--- src/rtl/cap_pkg.sv ---
package cap_pkg;

  typedef enum logic [2:0] {
    PH_IDLE  = 3'd0,
    PH_QUIET = 3'd1,
    PH_PULSE = 3'd2,
    PH_READ  = 3'd3,
    PH_WAIT  = 3'd4
  } phase_e;

  localparam int STREAM_W = 32;

endpackage

--- src/rtl/cap_frame_timer.sv ---
module cap_frame_timer #(
  parameter int QUIET_CYC      = 3,
  parameter int CNVH_CYC       = 2,
  parameter int DATA_BITS      = 18,
  parameter int PERIOD_W       = 16,
  parameter int DEFAULT_PERIOD = 63
) (
  input  logic                clk,
  input  logic                rst_n,
  input  logic                enable,
  input  logic [PERIOD_W-1:0] period,
  output logic                cs_o,
  output logic                sclk_o,
  output logic                cap_o,
  output logic                last_o,
  output logic                start_idle_o
);
  import cap_pkg::*;

  localparam int READ_START = QUIET_CYC + CNVH_CYC;
  localparam int READ_END   = READ_START + 2 * DATA_BITS;
  localparam int MIN_PERIOD = READ_END;

  logic                active_q;
  logic [PERIOD_W-1:0] cnt_q;
  logic [PERIOD_W-1:0] eff_q;
  logic [PERIOD_W-1:0] req;
  logic [PERIOD_W-1:0] eff_d;
  logic [PERIOD_W-1:0] offs;
  phase_e              phase;

  // Effective interval: zero picks the default, short values are raised.
  always_comb begin
    req   = (period == '0) ? PERIOD_W'(DEFAULT_PERIOD) : period;
    eff_d = (req < PERIOD_W'(MIN_PERIOD)) ? PERIOD_W'(MIN_PERIOD) : req;
  end

  always_ff @(posedge clk or negedge rst_n) begin
    if (!rst_n) begin
      active_q <= 1'b0;
      cnt_q    <= '0;
      eff_q    <= PERIOD_W'(MIN_PERIOD);
    end else if (!active_q) begin
      if (enable) begin
        active_q <= 1'b1;
        cnt_q    <= '0;
        eff_q    <= eff_d;
      end
    end else if (cnt_q == eff_q - 1'b1) begin
      if (enable) begin
        cnt_q <= '0;
        eff_q <= eff_d;
      end else begin
        active_q <= 1'b0;
      end
    end else if (!enable && cnt_q >= PERIOD_W'(READ_END)) begin
      active_q <= 1'b0;
    end else begin
      cnt_q <= cnt_q + 1'b1;
    end
  end

  always_comb begin
    offs = cnt_q - PERIOD_W'(READ_START);
    if (!active_q)                             phase = PH_IDLE;
    else if (cnt_q < PERIOD_W'(QUIET_CYC))     phase = PH_QUIET;
    else if (cnt_q < PERIOD_W'(READ_START))    phase = PH_PULSE;
    else if (cnt_q < PERIOD_W'(READ_END))      phase = PH_READ;
    else                                       phase = PH_WAIT;
  end

  assign cs_o         = (phase == PH_PULSE);
  assign sclk_o       = (phase == PH_READ) && offs[0];
  assign cap_o        = sclk_o;
  assign last_o       = sclk_o && (offs == PERIOD_W'(2 * DATA_BITS - 1));
  assign start_idle_o = !active_q && enable;

  assert_period_floor_R6: assert property (@(posedge clk) disable iff (!rst_n)
    active_q |-> (eff_q >= PERIOD_W'(MIN_PERIOD)) && (cnt_q < eff_q));

  assert_cs_sclk_apart_R3: assert property (@(posedge clk) disable iff (!rst_n)
    cs_o |-> !sclk_o);

  assert_quiet_before_pulse_R2: assert property (@(posedge clk) disable iff (!rst_n)
    $rose(cs_o) |-> $past(!sclk_o));

endmodule

--- src/rtl/cap_serial_shifter.sv ---
module cap_serial_shifter #(
  parameter int DATA_BITS = 18
) (
  input  logic                 clk,
  input  logic                 rst_n,
  input  logic                 cap,
  input  logic                 last,
  input  logic                 sdi,
  output logic [DATA_BITS-1:0] raw_o,
  output logic                 done_o
);
  logic [DATA_BITS-1:0] sh_q;
  logic                 done_q;

  always_ff @(posedge clk or negedge rst_n) begin
    if (!rst_n) begin
      sh_q   <= '0;
      done_q <= 1'b0;
    end else begin
      if (cap) sh_q <= {sh_q[DATA_BITS-2:0], sdi};
      done_q <= cap && last;
    end
  end

  assign raw_o  = sh_q;
  assign done_o = done_q;

  assert_done_after_capture_R3: assert property (@(posedge clk) disable iff (!rst_n)
    done_o |-> $past(cap));

endmodule

--- src/rtl/cap_word_packer.sv ---
module cap_word_packer #(
  parameter int DATA_BITS = 18
) (
  input  logic                 clk,
  input  logic                 rst_n,
  input  logic                 done,
  input  logic [DATA_BITS-1:0] raw,
  input  logic                 sign_mode,
  input  logic                 start_idle,
  input  logic                 tready,
  output logic                 tvalid_o,
  output logic [31:0]          tdata_o,
  output logic                 tuser_o,
  output logic                 ovf_o
);
  logic [31:0] packed_w;
  logic        tvalid_q;
  logic [31:0] tdata_q;
  logic        tuser_q;
  logic        first_q;
  logic        ovf_q;

  generate
    if (DATA_BITS >= 32) begin : g_full
      assign packed_w = raw[31:0];
    end else begin : g_ext
      assign packed_w = {{(32 - DATA_BITS){sign_mode & raw[DATA_BITS-1]}}, raw};
    end
  endgenerate

  always_ff @(posedge clk or negedge rst_n) begin
    if (!rst_n) begin
      tvalid_q <= 1'b0;
      tdata_q  <= '0;
      tuser_q  <= 1'b0;
      first_q  <= 1'b0;
      ovf_q    <= 1'b0;
    end else begin
      if (start_idle)  first_q <= 1'b1;
      else if (done)   first_q <= 1'b0;

      if (done) begin
        if (tvalid_q && !tready) begin
          ovf_q <= 1'b1;
        end else begin
          tvalid_q <= 1'b1;
          tdata_q  <= packed_w;
          tuser_q  <= first_q;
        end
      end else if (tvalid_q && tready) begin
        tvalid_q <= 1'b0;
      end
    end
  end

  assign tvalid_o = tvalid_q;
  assign tdata_o  = tdata_q;
  assign tuser_o  = tuser_q;
  assign ovf_o    = ovf_q;

  assert_hold_stable_R7: assert property (@(posedge clk) disable iff (!rst_n)
    (tvalid_o && !tready) |=> (tvalid_o && $stable(tdata_o) && $stable(tuser_o)));

  assert_ovf_sticky_R8: assert property (@(posedge clk) disable iff (!rst_n)
    ovf_o |=> ovf_o);

  assert_ovf_cause_R8: assert property (@(posedge clk) disable iff (!rst_n)
    $rose(ovf_o) |-> $past(done && tvalid_o && !tready));

  generate
    if (DATA_BITS < 32) begin : g_chk
      assert_upper_ext_R5: assert property (@(posedge clk) disable iff (!rst_n)
        tvalid_o |-> ($countones(tdata_o[31:DATA_BITS]) == 0 ||
                      $countones(tdata_o[31:DATA_BITS]) == 32 - DATA_BITS));
    end
  endgenerate

endmodule

--- src/rtl/conv_stream_capture.sv ---
module conv_stream_capture #(
  parameter int QUIET_CYC      = 3,
  parameter int CNVH_CYC       = 2,
  parameter int DATA_BITS      = 18,
  parameter int PERIOD_W       = 16,
  parameter int DEFAULT_PERIOD = 63
) (
  input  logic                clk,
  input  logic                rst_n,
  input  logic                enable,
  input  logic [PERIOD_W-1:0] period,
  input  logic                sign_mode,
  input  logic                sdi,
  output logic                cnv_cs,
  output logic                sclk,
  output logic                m_tvalid,
  input  logic                m_tready,
  output logic [31:0]         m_tdata,
  output logic                m_tuser,
  output logic                overflow
);
  logic                 cap;
  logic                 last;
  logic                 start_idle;
  logic [DATA_BITS-1:0] raw;
  logic                 done;

  cap_frame_timer #(
    .QUIET_CYC(QUIET_CYC), .CNVH_CYC(CNVH_CYC), .DATA_BITS(DATA_BITS),
    .PERIOD_W(PERIOD_W), .DEFAULT_PERIOD(DEFAULT_PERIOD)
  ) u_timer (
    .clk(clk), .rst_n(rst_n), .enable(enable), .period(period),
    .cs_o(cnv_cs), .sclk_o(sclk), .cap_o(cap), .last_o(last),
    .start_idle_o(start_idle)
  );

  cap_serial_shifter #(.DATA_BITS(DATA_BITS)) u_shift (
    .clk(clk), .rst_n(rst_n), .cap(cap), .last(last), .sdi(sdi),
    .raw_o(raw), .done_o(done)
  );

  cap_word_packer #(.DATA_BITS(DATA_BITS)) u_pack (
    .clk(clk), .rst_n(rst_n), .done(done), .raw(raw), .sign_mode(sign_mode),
    .start_idle(start_idle), .tready(m_tready), .tvalid_o(m_tvalid),
    .tdata_o(m_tdata), .tuser_o(m_tuser), .ovf_o(overflow)
  );

endmodule

--- config.mk ---
export PLATFORM = sky130hd
export DESIGN_NAME = conv_stream_capture
export DESIGN_NICKNAME = d
export VERILOG_FILES = /design/src/rtl/cap_pkg.sv /design/src/rtl/cap_frame_timer.sv /design/src/rtl/cap_serial_shifter.sv /design/src/rtl/cap_word_packer.sv /design/src/rtl/conv_stream_capture.sv
export SDC_FILE = /design/constraint.sdc
export NUM_CORES = 1
export LEC_CHECK = 0
export ABC_CLOCK_PERIOD_IN_PS = 7300
export BUFFER_PORTS_ARGS = -buffer_cell sky130_fd_sc_hd__buf_2
export CORE_AREA = 5 5 91 93
export DETAILED_ROUTE_END_ITERATION = 12
export DIE_AREA = 0 0 96 98
export GPL_ROUTABILITY_DRIVEN = 0
export HOLD_SLACK_MARGIN = 0.15
export PLACE_DENSITY = 0.83
export SYNTH_ARGS = -nofsm -noshare
export SYNTH_HDL_FRONTEND = slang
export SYNTH_SLANG_ARGS = --single-unit
--- constraint.sdc ---
create_clock -name clk -period 7.3 [get_ports clk]
set_clock_uncertainty 0.05 [all_clocks]
set_input_delay 0.73 -clock clk [delete_from_list [all_inputs] [get_ports clk]]
set_output_delay 0.73 -clock clk [all_outputs]
set_load 0.03 [all_outputs]
After elaboration in Yosys (flattened, before gate mapping):

Index checks and enable logic that the tools add are counted.

* equal/unequal tests: 7
* reductions and logical operators: 16
* $add $sub $neg: 3
* mux-type cells: 22
* bitwise operators: 2
* magnitude comparators: 5

Operator list (number)
* 16-bit 2-to-1 mux: 9
* 16-bit by 6-bit < comparator with 1-bit output, second input constant: 2
* 16-bit by 1-bit adder with 16-bit output, second input constant: 1
* 16-bit equality test: 1
* 16-bit by 6-bit equality test with 1-bit output, second input constant: 1
* 16-bit by 6-bit greater-or-equal comparator with 1-bit output, second input constant: 1
* 16-bit logical NOT: 1
* 16-bit by 2-bit < comparator with 1-bit output, second input constant: 1
* 16-bit by 3-bit < comparator with 1-bit output, second input constant: 1
* 16-bit by 1-bit subtractor with 16-bit output, second input constant: 1
* 16-bit by 3-bit subtractor with 16-bit output, second input constant: 1
* 3-bit 2-to-1 mux: 4
* 1-bit 2-to-1 mux: 9
* 1-bit logical AND: 7
* 3-bit by 2-bit equality test with 1-bit output, second input constant: 2
* 2-bit AND reduction: 3
* 2-bit inequality test, second input constant: 2
* 2-bit nonzero test: 2
* 1-bit logical NOT: 3
* 3-bit inequality test, second input constant: 1
* 1-bit bitwise AND: 1
* 1-bit inverter: 1

* word-level logic and storage cells: 65
* input bits: 22
* bits in registers: 75
* output and inout bits: 37

Logic depth before layout (Yosys ltp):

* depth in word-level cells: 9
* depth in mapped cells: 11

Modules after synthesis:

Synthesis repeated with hierarchy kept, for this count alone.

* cells, all modules: 410
* area total of the unflattened synthesis: 4384.2 µm²

By module, submodules not included
* cap_frame_timer: times used 1, cells an instance 305, area each 2593.7 µm²
* cap_word_packer: times used 1, cells an instance 65, area each 1039.7 µm²
* cap_serial_shifter: times used 1, cells an instance 40, area each 750.7 µm²

Worst setup path before layout:

Ideal clock, no wire load.

* kind: reg2out
* start point: register u_timer.cnt_q[0]
* end point: output port sclk
* path buffers: 2
* stages on the path, launching flop included: 10
* data arrival time: 2152 ps
* required time: 6520 ps
* slack: 4368 ps
* path through: dfrtp_1 -> clkbuf_1 -> inv_1 -> ha_1 -> nor2b_1 -> nand4b_1 -> nand4_1 -> or3_1 -> clkinv_1 -> clkbuf_1

* longest elaborated chain between the ends: 7
* elaborated cells between the ends (all ways): 10
* those cells by class: add/sub (1); order compare (3); eq/ne (1); mux (4); reduce/logical (1)

Ends and longest elaborated chain
* start, declared: line cap_frame_timer.sv:25 `logic [PERIOD_W-1:0] cnt_q;`
* start signal, assigned: line cap_frame_timer.sv:59 `cnt_q <= cnt_q + 1'b1;`
* 16-bit by 6-bit < comparator with 1-bit output: line cap_frame_timer.sv:68 `else if (cnt_q < PERIOD_W'(READ_END)) phase = PH_READ;`
* 3-bit 2-to-1 mux: line cap_frame_timer.sv:68
* 3-bit 2-to-1 mux: line cap_frame_timer.sv:67 `else if (cnt_q < PERIOD_W'(READ_START)) phase = PH_PULSE;`
* 3-bit 2-to-1 mux: line cap_frame_timer.sv:66 `else if (cnt_q < PERIOD_W'(QUIET_CYC)) phase = PH_QUIET;`
* 3-bit 2-to-1 mux: line cap_frame_timer.sv:65 `if (!active_q) phase = PH_IDLE;`
* 3-bit by 2-bit equality test with 1-bit output: line cap_frame_timer.sv:73 `assign sclk_o = (phase == PH_READ) && offs[0];`
* 1-bit logical AND *: line cap_frame_timer.sv:73
* end, declared: line conv_stream_capture.sv:15 `output logic sclk,`

Mark *: on every way between the ends. The rest lies on a longest branch, timed or not.

Worst setup path in the final report:

Same ends and word-level chain as after synthesis.

==> flow_summary.yaml <==
outcome:
  status: "finished, final reports clean"
clock_network:
  cts_sinks: 75
  cts_hold_buffers: 0
  cts_setup_buffers: 0
  cts_resized: 0
  clk_pin_slew_ns: 0.08
  htree_levels: 3
  clkLatencyLatePin_ns: 0.36
  clk_path_buf_depth: 2
  cts_tree: "yes"
  cts-root-buf: "clkbuf_8"
  numCtsBuffers: 9
grt:
  grt_first_pass_wirelength_um: 13700
  track_usage_pct: 18.5
  grt_start_max_net_pins: 76
  grt_pass1_vias: 2910
  grt_remaining_overflow: 0
  antenna_found_initial: 0
pwr:
  seq_power_share_pct: 43.2
  intPower_uw: 982
  p_sw_share_pct: 36.0
  leakage_uw: 0.00222
  ir_worst_vdd_mv: 0.189
  p_clk_share_pct: 27.9
  total_power_uw: 1530
  comb_power_share_pct: 28.9
  p_sw_uw: 552
  power.density_mw_per_mm2: 335
detailed_routing:
  top_layer: "met4"
  drc: 0
  num_vias: 3098
  met1_length_um: 3700
  routedWlPerCell_um: 15.1
  routed_wl_um: 8360
  drt_pass1_iterations: 4
  met3_length_um: 537
  drtAntennaViolNets: 0
  initialDrtViolationCount: 232
  viasPerCell: 5.60
  dr_wl_met2_um: 3970
synth:
  syn_inst: 411
  ys_top_cells_by_count: "nand2_1, dfrtp_1, mux2_2, xnor2_1, nor2_1"
  synth_area_leaders: "dfrtp_1, mux2_2, nand2_1, xnor2_1, mux2i_1"
  yosys.area_share.simple_pct: 19.8
  synth_area_leader_cell: "dfrtp_1"
  ys_warn_count: 0
  synth_top_family_by_area: "simple AND/OR/NAND/NOR gates"
  async_reset_ff_share_pct: 100
  synth_compound_area_share_pct: 8.02
  synth.distinct_cells: 55
  yosysMostFrequentCell: "nand2_1"
  ys_seq_area_share_pct: 46.0
  synth_nets: 438
  yosys-mux-area-fraction_pct: 12.0
  synth_xor_area_share_pct: 6.64
  synth_area_mm2: 0.00409
  avgSynthCellArea_um2: 9.95
  synth_seq_cells: 75
  synth_edf_count: 0
  synth-adder-area-share_pct: 1.53
  ys.flop_type: "dfrtp_1"
  synth_top_cell_area_share_pct: 44.1
die:
  die-height_um: 98
  dieArea_mm2: 0.00941
  core_mm2: 0.00745
  io_pins: 59
  fp.dieW_um: 96
  fp-row-count: 32
  start_util_pct: 54.9
layout:
  nNetsFinal: 474
  areaGrowthSynthToFinish_pct: 12.2
  final_area_mm2: 0.00459
  antenna_cells: 0
  stdcell_count: 553
  layout-drive-gt1-share_pct: 24.2
timing:
  slew-limit-headroom_pct: 39.4
  finalCritPeriodShare_pct: 54.9
  worst_slack_ns: 3.29
  fmax_ghz: 0.249
  setup_tns_ns: 0
  finalHoldViolCount: 0
  period_minus_slack_ns: 4.01
  rsz0062_at_grt: "no"
  setup_violations: 0
  finalMaxSlewViolations: 0
  worstMarginPinSlew_ns: 0.909
placement:
  dp_slack_ns: 3.72
  dp_cells: 538
  dp_hpwl_um: 5960
  place_area_mm2: 0.00432
  port_buffers: 58
critical_path:
  arrival_ns: 3.23
  crit_path_start_kind: "flip-flop"
  required_ns: 6.52
  endpoint_kind: "primary output"
  criticalPathCategory: "flip-flop to primary output"
  cp_max_fo: 20
flow_run:
  maxCapViolCount: 0
min_path:
  min_path_type: "flip-flop to flip-flop"
-- through the flow --
step	hold WS [ns]	util (%)
5_1_grt	0.464	61.6
3_3_place_gp	0.403	58.1
4_1_cts	0.449	61.6
3_5_place_dp	0.430	58.1
2_1_floorplan	0.384	-
6_report	0.444	61.6
-- layout by cell type (no fill, tap or decap), drive strengths merged, types with 5 or more instances in the layout --
cell type,n
inv,15
and3,9
clkbuf,9
o2bb2ai,6
nor4,6
nand4,8
nor2b,7
a21oi,8
nor3,5
nand3,9
o21ai,7
dfrtp,72
nor2,16
buf,59
ha,5
xnor2,20
mux2i,14
or3,5
mux2,31
xor2,11
nand2,75
-- flip-flops by register name (all words and copies together) (netlist names), 16 cells and up --
signal,cells
u_timer.eff_q,16
u_shift.raw_o,18
u_pack.tdata_o,19
u_timer.cnt_q,16
-- worst max-delay path: stages, from the launching register on --
cell	delay, ns
dfrtp_1	0.53
inv_1	0.12
ha_1	0.22
nor2b_1	0.14
nand4b_1	0.21
nand4_1	0.15
or3_1	0.52
clkinv_1	0.62
buf_2	0.36
-- power by group through the flow --
stage               Clock [uW]  Sequential [uW]  Combinational (uW)
floorplan                    0              611                 383
global placement             0              659                 426
detailed placement           0              668                 441
CTS                        432              660                 445
global route               447              684                 492
finish                     428              663                 443
-- worst paths after layout --
check                                             start                             end  slack [ns]  cells past startpoint
min in group asynchronous                         rst_n  u_pack.tdata_o[17]$_DFFE_PN0P_        0.54                      2
min                        u_shift.raw_o[4]$_DFFE_PN0P_    u_shift.raw_o[5]$_DFFE_PN0P_        0.44                      2
max reg2reg                u_timer.eff_q[2]$_DFFE_PN0P_    u_timer.eff_q[4]$_DFFE_PN0P_        3.89                      7
max in group asynchronous                         rst_n   u_shift.raw_o[11]$_DFFE_PN0P_        6.07                      2
max                        u_timer.cnt_q[0]$_DFFE_PN0P_                            sclk        3.29                      8
min reg2reg                u_shift.raw_o[4]$_DFFE_PN0P_    u_shift.raw_o[5]$_DFFE_PN0P_        0.44                      2
-- routing by layer --
| layer | vias up | track usage [%] |
|---|---|---|
| met2 | 98 | 30.2 |
| met4 | 0 | 6.02 |
| li1 | 1479 | - |
| met1 | 1507 | 23.9 |
| met3 | 14 | 4.78 |
| met5 | - | 0 |
-- final cells by class --
class                      instances  area [um2]
inverter                          15        56.3
clock inverter                     6         138
tap                              102         128
sequential                        75        1880
clock buffer                       9         124
multi-input combinational        287        1960
fill                             607        2860
timing repair buffer              59         298
-- logic make-up after synthesis --
logic type | Yosys count
simple gates | 163
flops | 75
buf+inv | 49
mux | 45
compound gates | 43
xor+xnor | 31
fa+ha+maj | 5
Power figures use the tool's default switching activity.
